**config.mk**
```make
export PLATFORM = sky130hd
export DESIGN_NAME = cmp_trim_ctrl
export DESIGN_NICKNAME = d
export VERILOG_FILES = /design/src/rtl/cmp_trim_pkg.sv /design/src/rtl/cmp_trim_window.sv /design/src/rtl/cmp_trim_reg.sv /design/src/rtl/cmp_trim_seq.sv /design/src/rtl/cmp_trim_ctrl.sv
export SDC_FILE = /design/constraint.sdc
export NUM_CORES = 1
export LEC_CHECK = 0
export CELL_PAD_IN_SITES_DETAIL_PLACEMENT = 0
export CELL_PAD_IN_SITES_GLOBAL_PLACEMENT = 1
export CORE_MARGIN = 2
export CORE_UTILIZATION = 42
export DETAILED_ROUTE_END_ITERATION = 8
export GPL_ROUTABILITY_DRIVEN = 0
export PLACE_DENSITY = 0.84
export SYNTH_ARGS = -nofsm -noshare
export SYNTH_HDL_FRONTEND = slang
export SYNTH_SLANG_ARGS = --single-unit
```
**constraint.sdc**
```tcl
create_clock -name clk -period 3 [get_ports clk]
set_clock_uncertainty 0.1 [all_clocks]
set_input_delay 0.6 -clock clk [delete_from_list [all_inputs] [get_ports clk]]
set_output_delay 0.6 -clock clk [all_outputs]
set_load 0.005 [all_outputs]
```
**src/rtl/cmp_trim_pkg.sv**
```systemverilog
`timescale 1ns/1ps
package cmp_trim_pkg;

    typedef enum logic [2:0] {
        ST_IDLE   = 3'd0,
        ST_PULSE  = 3'd1,
        ST_SETTLE = 3'd2,
        ST_SAMPLE = 3'd3,
        ST_JUDGE  = 3'd4,
        ST_FINISH = 3'd5
    } cal_state_t;

    typedef enum logic [1:0] {
        VERD_BAL  = 2'd0,
        VERD_HIGH = 2'd1,
        VERD_LOW  = 2'd2
    } verdict_t;

    localparam int TYPE_CNT = 2;

endpackage

```
**src/rtl/cmp_trim_window.sv**
```systemverilog
`timescale 1ns/1ps
module cmp_trim_window
    import cmp_trim_pkg::*;
#(
    parameter int WIN   = 64,
    parameter int TOL_W = 5
) (
    input  logic             clk,
    input  logic             rst_n,
    input  logic             clear,
    input  logic             sample_en,
    input  logic             bit_in,
    input  logic [TOL_W-1:0] tol,
    output logic             last,
    output verdict_t         verdict
);

    localparam int IDX_W = $clog2(WIN);
    localparam int CNT_W = $clog2(WIN + 1);
    localparam int SUM_W = ((CNT_W > TOL_W) ? CNT_W : TOL_W) + 1;

    logic [IDX_W-1:0] idx_q;
    logic [CNT_W-1:0] ones_q;
    logic [SUM_W-1:0] ones_x;
    logic [SUM_W-1:0] tol_x;
    logic [SUM_W-1:0] half_x;

    assign last = sample_en && (idx_q == IDX_W'(WIN - 1));

    always_ff @(posedge clk) begin
        if (!rst_n || clear) begin
            idx_q  <= '0;
            ones_q <= '0;
        end else if (sample_en) begin
            idx_q  <= last ? '0 : idx_q + 1'b1;
            ones_q <= ones_q + CNT_W'(bit_in);
        end
    end

    always_comb begin
        ones_x  = SUM_W'(ones_q);
        tol_x   = SUM_W'(tol);
        half_x  = SUM_W'(WIN / 2);
        if (ones_x > half_x + tol_x) begin
            verdict = VERD_HIGH;
        end else if (ones_x + tol_x < half_x) begin
            verdict = VERD_LOW;
        end else begin
            verdict = VERD_BAL;
        end
    end

endmodule

```
**src/rtl/cmp_trim_reg.sv**
```systemverilog
`timescale 1ns/1ps
module cmp_trim_reg #(
    parameter int MAG_W = 2
) (
    input  logic           clk,
    input  logic           rst_n,
    input  logic           clear,
    input  logic           step_en,
    input  logic           dir_up,
    input  logic           set_sat,
    output logic [MAG_W:0] code,
    output logic           at_lim,
    output logic           sat
);

    localparam int LVL_W = MAG_W + 1;
    localparam int MAXV  = (1 << MAG_W) - 1;
    localparam logic signed [LVL_W-1:0] LVL_ONE = LVL_W'(1);
    localparam logic signed [LVL_W-1:0] LVL_TOP = LVL_W'(MAXV);
    localparam logic signed [LVL_W-1:0] LVL_BOT = -LVL_TOP;

    logic signed [LVL_W-1:0] lvl_q;
    logic                    sat_q;

    always_ff @(posedge clk) begin
        if (!rst_n || clear) begin
            lvl_q <= '0;
            sat_q <= 1'b0;
        end else begin
            if (step_en) begin
                lvl_q <= dir_up ? (lvl_q + LVL_ONE) : (lvl_q - LVL_ONE);
            end
            if (set_sat) begin
                sat_q <= 1'b1;
            end
        end
    end

    always_comb begin
        at_lim = dir_up ? (lvl_q == LVL_TOP) : (lvl_q == LVL_BOT);
        if (lvl_q[LVL_W-1]) begin
            code = {1'b1, MAG_W'(-lvl_q)};
        end else begin
            code = {1'b0, MAG_W'(lvl_q)};
        end
    end

    assign sat = sat_q;

endmodule

```
**src/rtl/cmp_trim_seq.sv**
```systemverilog
`timescale 1ns/1ps
module cmp_trim_seq
    import cmp_trim_pkg::*;
#(
    parameter int SET_CYC = 2
) (
    input  logic     clk,
    input  logic     rst_n,
    input  logic     start,
    input  logic     last,
    input  verdict_t verdict,
    input  logic     at_lim,
    output logic     type_sel,
    output logic     cmp_reset,
    output logic     inputs_short,
    output logic     done,
    output logic     sample_en,
    output logic     win_clear,
    output logic     trim_clear,
    output logic     step_en,
    output logic     dir_up,
    output logic     set_sat
);

    localparam int SET_W = $clog2(SET_CYC + 1);

    cal_state_t       state_q, state_d;
    logic             type_q, type_d;
    logic [SET_W-1:0] set_q, set_d;

    // state register
    always_ff @(posedge clk) begin
        if (!rst_n) begin
            state_q <= ST_IDLE;
            type_q  <= 1'b0;
            set_q   <= '0;
        end else begin
            state_q <= state_d;
            type_q  <= type_d;
            set_q   <= set_d;
        end
    end

    // next state
    always_comb begin
        state_d = state_q;
        type_d  = type_q;
        set_d   = set_q;
        unique case (state_q)
            ST_IDLE, ST_FINISH: begin
                if (start) begin
                    state_d = ST_PULSE;
                    type_d  = 1'b0;
                end
            end
            ST_PULSE: begin
                state_d = ST_SETTLE;
                set_d   = '0;
            end
            ST_SETTLE: begin
                if (set_q == SET_W'(SET_CYC - 1)) begin
                    state_d = ST_SAMPLE;
                end else begin
                    set_d = set_q + 1'b1;
                end
            end
            ST_SAMPLE: begin
                state_d = last ? ST_JUDGE : ST_PULSE;
            end
            ST_JUDGE: begin
                state_d = ST_PULSE;
                if (verdict == VERD_BAL || at_lim) begin
                    if (!type_q) begin
                        type_d = 1'b1;
                    end else begin
                        state_d = ST_FINISH;
                    end
                end
            end
            default: state_d = ST_IDLE;
        endcase
    end

    // outputs
    always_comb begin
        cmp_reset    = 1'b0;
        inputs_short = 1'b1;
        done         = 1'b0;
        sample_en    = 1'b0;
        win_clear    = 1'b0;
        trim_clear   = 1'b0;
        step_en      = 1'b0;
        set_sat      = 1'b0;
        dir_up       = (verdict == VERD_LOW);
        type_sel     = type_q;
        unique case (state_q)
            ST_IDLE: begin
                inputs_short = 1'b0;
                win_clear    = start;
                trim_clear   = start;
            end
            ST_FINISH: begin
                inputs_short = 1'b0;
                done         = 1'b1;
                win_clear    = start;
                trim_clear   = start;
            end
            ST_PULSE:  cmp_reset = 1'b1;
            ST_SETTLE: ;
            ST_SAMPLE: sample_en = 1'b1;
            ST_JUDGE: begin
                win_clear = 1'b1;
                step_en   = (verdict != VERD_BAL) && !at_lim;
                set_sat   = (verdict != VERD_BAL) && at_lim;
            end
            default: inputs_short = 1'b0;
        endcase
    end

endmodule

```
**src/rtl/cmp_trim_ctrl.sv**
```systemverilog
`timescale 1ns/1ps
module cmp_trim_ctrl
    import cmp_trim_pkg::*;
#(
    parameter int WIN     = 64,
    parameter int TOL_W   = 5,
    parameter int MAG_W   = 2,
    parameter int SET_CYC = 2
) (
    input  logic             clk,
    input  logic             rst_n,
    input  logic             start,
    input  logic [TOL_W-1:0] tol,
    input  logic             cmp_out,
    output logic             cmp_reset,
    output logic             inputs_short,
    output logic             type_sel,
    output logic [MAG_W:0]   trim_n,
    output logic [MAG_W:0]   trim_p,
    output logic             sat_n,
    output logic             sat_p,
    output logic             done
);

    logic     last, sample_en, win_clear, trim_clear;
    logic     step_en, dir_up, set_sat, at_lim;
    verdict_t verdict;

    logic [MAG_W:0]      code_a [TYPE_CNT];
    logic [TYPE_CNT-1:0] lim_a;
    logic [TYPE_CNT-1:0] sat_a;

    cmp_trim_window #(.WIN(WIN), .TOL_W(TOL_W)) u_window (
        .clk       (clk),
        .rst_n     (rst_n),
        .clear     (win_clear),
        .sample_en (sample_en),
        .bit_in    (cmp_out),
        .tol       (tol),
        .last      (last),
        .verdict   (verdict)
    );

    cmp_trim_seq #(.SET_CYC(SET_CYC)) u_seq (
        .clk          (clk),
        .rst_n        (rst_n),
        .start        (start),
        .last         (last),
        .verdict      (verdict),
        .at_lim       (at_lim),
        .type_sel     (type_sel),
        .cmp_reset    (cmp_reset),
        .inputs_short (inputs_short),
        .done         (done),
        .sample_en    (sample_en),
        .win_clear    (win_clear),
        .trim_clear   (trim_clear),
        .step_en      (step_en),
        .dir_up       (dir_up),
        .set_sat      (set_sat)
    );

    for (genvar g = 0; g < TYPE_CNT; g++) begin : g_half
        cmp_trim_reg #(.MAG_W(MAG_W)) u_reg (
            .clk     (clk),
            .rst_n   (rst_n),
            .clear   (trim_clear),
            .step_en (step_en && (type_sel == 1'(g))),
            .dir_up  (dir_up),
            .set_sat (set_sat && (type_sel == 1'(g))),
            .code    (code_a[g]),
            .at_lim  (lim_a[g]),
            .sat     (sat_a[g])
        );
    end

    assign at_lim = lim_a[type_sel];
    assign trim_n = code_a[0];
    assign trim_p = code_a[1];
    assign sat_n  = sat_a[0];
    assign sat_p  = sat_a[1];

endmodule

```
Word level (Yosys, flattened, before mapping)
Cells that the tools add are included.
{ "totals": {"register_bits": 27, "inputBits": 9, "out_inout_bits": 12, "word_cells": 92} }
{ "op_classes": {"add_sub_neg": 11, "order_cmp": 3, "eq_ne": 16, "mux": 30, "n_bitwise": 1, "n_reduce_logical": 22} }
{ "op_table": {"columns": ["operator", "count"], "rows": [
  ["3-bit 2-to-1 mux", 9],
  ["3-bit equality test (second input constant)", 6],
  ["3-bit one-hot mux with 5 select lines", 1],
  ["1-bit 2-to-1 mux", 13],
  ["7-bit by 5-bit adder with 8-bit output", 1],
  ["7-bit by 8-bit > comparator with 1-bit output", 1],
  ["8-bit by 6-bit less-than comparator with 1-bit output (second input constant)", 1],
  ["6-bit by 5-bit adder with 7-bit output (first input constant)", 1],
  ["7-bit by 1-bit adder with 7-bit output", 1],
  ["1-bit logical AND", 7],
  ["3-bit by 2-bit adder with 3-bit output (second input constant)", 2],
  ["6-bit by 1-bit adder with 6-bit output (second input constant)", 1],
  ["3-bit by 2-bit equality test with 1-bit output (second input constant)", 2],
  ["6-bit equality test (second input constant)", 1],
  ["2-bit 2-to-1 mux", 3],
  ["6-bit 2-to-1 mux", 1],
  ["2-bit by 1-bit inequality test with 1-bit output (second input constant)", 3],
  ["2-bit nonzero test", 3],
  ["3-bit by 2-bit subtractor with 3-bit output (second input constant)", 2],
  ["2-bit negator", 2],
  ["1-bit one-hot mux with 2 select lines", 2],
  ["2-bit one-hot mux with 2 select lines", 1],
  ["2-bit AND reduction", 2],
  ["4-bit OR reduction", 1],
  ["other kinds (13)", 16]
]} }

Depth between registers and ports, before layout
Gate-level depths: netlist of run 1.
{ "logic_depth": {"word_depth": 12, "depth_mapped": 9, "depth_no_buf": 9} }

By module
A second synthesis of run 1 with hierarchy kept.
{ "unflattened": {"cells_unflattened": 208, "hier_area_um2": 1814.2} }
{ "modules_own_cells": {"columns": ["module", "instances", "cells_each", "area_each_um2", "seq_area_each_um2"], "rows": [
  ["cmp_trim_window", 1, 93, 812.0, 260.2],
  ["cmp_trim_reg", 2, 26, 244.0, 80.1],
  ["cmp_trim_seq", 1, 58, 466.7, 120.1],
  ["cmp_trim_ctrl", 1, 5, 47.5, 0.0]
]} }

Least setup slack after synthesis of run 1
OpenSTA, ideal clock, no wires.
{ "synth_timing": {"kind": "in2reg", "startpoint": "input port tol[3]", "endpoint": "register g_half[0].u_reg.lvl_q[2]", "setup_time_ns": 0.070, "arrival_ns": 2.449, "t_required_ns": 2.830, "slack_ns": 0.381, "cell_stages": 9, "n_path_buf": 0, "path_cell_list": "inv_1 > ha_1 > nor2b_1 > o21bai_2 > nand3_4 > fa_1 > xnor2_1 > or4_1 > a21oi_1"} }
{ "synth_via": {"elab_chain_len": 12, "word_cells_on_any_way": 17, "classes_between": "add/sub: 2; order compare: 2; eq/ne: 1; mux: 8; reduce/logical: 4"} }
{ "synth_lines": {"columns": ["element", "line_no", "text"], "rows": [
  ["start, declared", "cmp_trim_ctrl.sv:13", "input logic [TOL_W-1:0] tol,"],
  ["7-bit by 5-bit adder with 8-bit output", "cmp_trim_window.sv:46", "end else if (ones_x + tol_x < half_x) begin"],
  ["8-bit by 6-bit less-than comparator with 1-bit output", "cmp_trim_window.sv:46", null],
  ["2-bit 2-to-1 mux", "cmp_trim_window.sv:46", null],
  ["2-bit 2-to-1 mux *", "cmp_trim_window.sv:44", "if (ones_x > half_x + tol_x) begin"],
  ["2-bit equality test", "cmp_trim_seq.sv:94", "dir_up = (verdict == VERD_LOW);"],
  ["1-bit 2-to-1 mux", "cmp_trim_reg.sv:40", "at_lim = dir_up ? (lvl_q == LVL_TOP) : (lvl_q == LVL_BOT);"],
  ["1-bit 2-to-1 mux (implied by the code) (2 in series)", "cmp_trim_ctrl.sv:77", "assign at_lim = lim_a[type_sel];"],
  ["1-bit logical NOT", "cmp_trim_seq.sv:113", "step_en = (verdict != VERD_BAL) && !at_lim;"],
  ["1-bit logical AND", "cmp_trim_seq.sv:113", null],
  ["1-bit 2-to-1 mux", "cmp_trim_seq.sv:96", "unique case (state_q)"],
  ["1-bit logical AND", "cmp_trim_ctrl.sv:68", ".step_en (step_en && (type_sel == 1'(g))),"],
  ["end signal, assigned", "cmp_trim_reg.sv:31", "lvl_q <= dir_up ? (lvl_q + LVL_ONE) : (lvl_q - LVL_ONE);"],
  ["end, declared", "cmp_trim_reg.sv:22", "logic signed [LVL_W-1:0] lvl_q;"]
]} }
Every way passes the cells marked *; elsewhere a longest branch is shown, timed or not. The select of a mux whose other input is x is not followed.
A chain may end at the register's enable or synchronous reset.

Worst setup path after layout of run 1
{ "layout_timing": {"startpoint": "input port tol[1]", "endpoint": "register g_half[0].u_reg.lvl_q[2]"} }
The elaborated chain is that of the path after synthesis.

==> impl_metrics.csv, run 1 <==
group,metric,value,unit
sta,whs,0.384,ns
floorplan,row_count,23,
power,power.leakage,0.824,nW
synth,synthDistinctLibCells,49,
clocking,cts_tree,"built",
setup_path,cpLargestDelayFamily,"adder cells",
drt,drtIter0Drc,50,
clocking,cts_buffer_depth,2,
synth,ys_seq_area_share,30.7,%
placed_design,dp_cells,283,
cells_and_area,final_cell_count_no_fill,287,
sta,min_period_over_period,96.5,%
outcome,run_status,"complete, no violations",
cells_and_area,antennaDiodeCount,0,
sta,final.setup.worst_slack,0.105,ns
floorplan,core-area,4030,µm²
clocking,numCtsBuffers,3,
power,vdd_drop_max,0.250,mV
drt,first_pass_iters,4,
sta,worstMarginPinSlew,0.452,ns
cells_and_area,final_area,2130,µm²
setup_path,cp.arrival,3.00,ns
floorplan,dieArea,4720,µm²
setup_path,setup.worst_path.start,"tol[1]",
cells_and_area,nNetsFinal,263,
sta,min_period,2.90,ns
synth,yosys_warnings,0,
sta,final_max_slew_viol_count,0,
setup_path,cpPeakStageDelay,0.49,ns
setup_path,worstPathRequired,3.11,ns
placed_design,port_buffers,20,
clocking,root_buffer,"clkbuf_8",
drt,routed-via-count,1480,
sta,slew_headroom,69.8,%
clocking,clkLatencyLatePin,0.27,ns
synth,avgSynthCellArea,8.38,µm²
setup_path,cp-end-kind,"flop",
clocking,hold_buffers,0,
clocking,htree_levels,1,
synth,ys_ff_latch,27,
grt,globalRouteTotalUtil,16.6,%
cells_and_area,fillers,390,
grt,grt_overflow,0,
sta,setup_violations,0,
drt,vias_per_cell,5.16,
flow_run,cap_violations,0,
drt,wire_per_inst,12.1,µm
synth,syn-cell-area,1760,µm²
placed_design,post-dp-hpwl,2.70,mm
setup_path,crit_buf_inv,2,
placed_design,placed_cell_area,2060,µm²
worst_hold_path,holdCritPathClass,"flop to flop",
cells_and_area,area_growth,20.9,%
grt,grt_pass1_vias,1354,
setup_path,crit_chain,"clkdlybuf4s50_1 > inv_1 > ha_1 > nor2b_1 > o21ai_2 > nand3_4 > fa_1 > xnor2_1 > or4_1 > a21oi_2",
drt,drc,0,
drt,drt-total-wl,3.48,mm
placed_design,post-place-ws,-0.194,ns
sta,setup_tns,0,ns
setup_path,crit_path_start_kind,"input pin",
synth,synth_edf_count,0,
worst_hold_path,min_from,"g_half[1].u_reg.sat",
drt,ant_nets,0,
setup_path,r2r-start,"u_window.ones_q[1]",
setup_path,slowest_stage,"or4_1",
power,power.density,370,nW/µm²
floorplan,fp.dieH,68.7,µm
synth,netlist_instances,210,
synth,ys_async_sr_fraction,0,%
grt,grt_pass1_wl,5.91,mm
synth,synth_nets,235,
sta,rsz0062_at_grt,"no",
grt,grt_max_degree,15,
floorplan,start_util,43.7,%
sta,finalHoldViolCount,0,
setup_path,crit_type,"input pin to flop",
clocking,clk_pin_slew_worst_paths,0.09,ns
cells_and_area,fin_util,52.8,%
synth,ys.flop_type,"dfxtp_1",
setup_path,path_max_fanout,4,
sta,fmax,345,MHz
cells_and_area,drive_gt1_share,12.2,%
grt,antenna_found_initial,0,
floorplan,die_width,68.7,µm
floorplan,num_io_pins,21,
power,power,786,µW
clocking,cts.sinks,27,
[area by class of cell]
| class | instances | area (µm²) | area share [%] |
|---|---|---|---|
| Clock buffer | 4 | 45.0 | 2.12 |
| Inverter | 11 | 41.3 | 1.94 |
| Tap cell | 50 | 62.6 | 2.94 |
| Sequential cell | 27 | 541 | 25.4 |
| Timing Repair Buffer | 35 | 313 | 14.7 |
| Multi-Input combinational cell | 160 | 1120 | 52.9 |
[logic make-up (layout without fill, tap and decap cells)]
kind of cell / Yosys count / in the layout / synth area share [%]
xor+xnor: 14 / 14 / 6.97
flops: 27 / 27 / 30.7
buf+inv: 23 / 50 / 6.40
mux: 2 / 2 / 1.14
fa+ha+maj: 16 / 16 / 12.2
simple gates: 80 / 80 / 23.4
compound gates: 48 / 48 / 19.1
[cells in the mapped netlist (4+ instances only)]
cell	number	area (µm²)
a21oi_1	13	65.1
o21ai_1	4	20.0
and2_1	4	25.0
inv_1	11	41.3
nor2b_1	5	31.3
buf_4	4	30.0
ha_1	14	175
xnor2_1	8	70.1
dfxtp_1	27	541
nand2_1	27	101
clkbuf_1	4	15.0
nand3_1	5	25.0
nor2_1	20	75.1
a31oi_1	7	43.8
xor2_1	6	52.6
[worst min-delay path, stage by stage (launching register included)]
cell and delay [ns]:
dfxtp_1 0.34, a31oi_1 0.04, nor2_1 0.07
[flip-flops by register name, indices dropped and copies added (netlist names)]
signal and flops:
u_seq.type_sel 1, u_seq.set_q 2, u_window.ones_q 7, u_window.idx_q 6
u_seq.state_q 3, g_half.u_reg.lvl_q 6, g_half.u_reg.sat 2
[routing by layer]
layer	GRT usage (%)	wire length [µm]
met1	20.3	1710
met2	29.2	1650
met3	4.06	79
met4	4.17	50
met5	0	0
[path summary, 6_finish.rpt]
kind | endpoint | slack (ns) | depth (start not counted)
worst max-delay path | g_half[0].u_reg.lvl_q[2] | 0.10 | 10
worst max register to register | g_half[0].u_reg.lvl_q[2] | 0.56 | 8
worst min register to register | g_half[1].u_reg.sat | 0.38 | 2
worst min-delay path | g_half[1].u_reg.sat | 0.38 | 2
[power breakdown]
| group | leakage [nW] | switching (mW) | internal [mW] |
|---|---|---|---|
| logic | 0.583 | 0.0844 | 0.0870 |
| clock network | 0.0228 | 0.114 | 0.0952 |
| registers | 0.218 | 0.0309 | 0.375 |
[layout by cell type, fill, tap and decap left out, types with 3 or more instances in the layout]
cell type        instances
a21boi_0                 3
a21oi_1                 12
a31oi_1                  7
and2_1                   4
buf_4                   15
clkbuf_8                 3
clkdlybuf4s50_1         20
dfxtp_1                 27
ha_1                    13
inv_1                   11
nand2_1                 27
nand3_1                  5
nor2_1                  20
nor2b_1                  4
o21ai_1                  4
or3_1                    3
xnor2_1                  8
xor2_1                   6
[timing repair]
item | CTS | global route
endpoints found under the setup margin | 0 | 2
buffers inserted | 0 | 0
gates resized for setup | 0 | 3
No activity file was read; power rests on OpenSTA's default activity.
==> run 2: changes to the inputs <==
Settings changed: CAP_MARGIN from default to 20, SLEW_MARGIN from default to 10.
==> results of run 2 <==
Same layout as run 1: the final DEF is identical, and so are final timing and power.
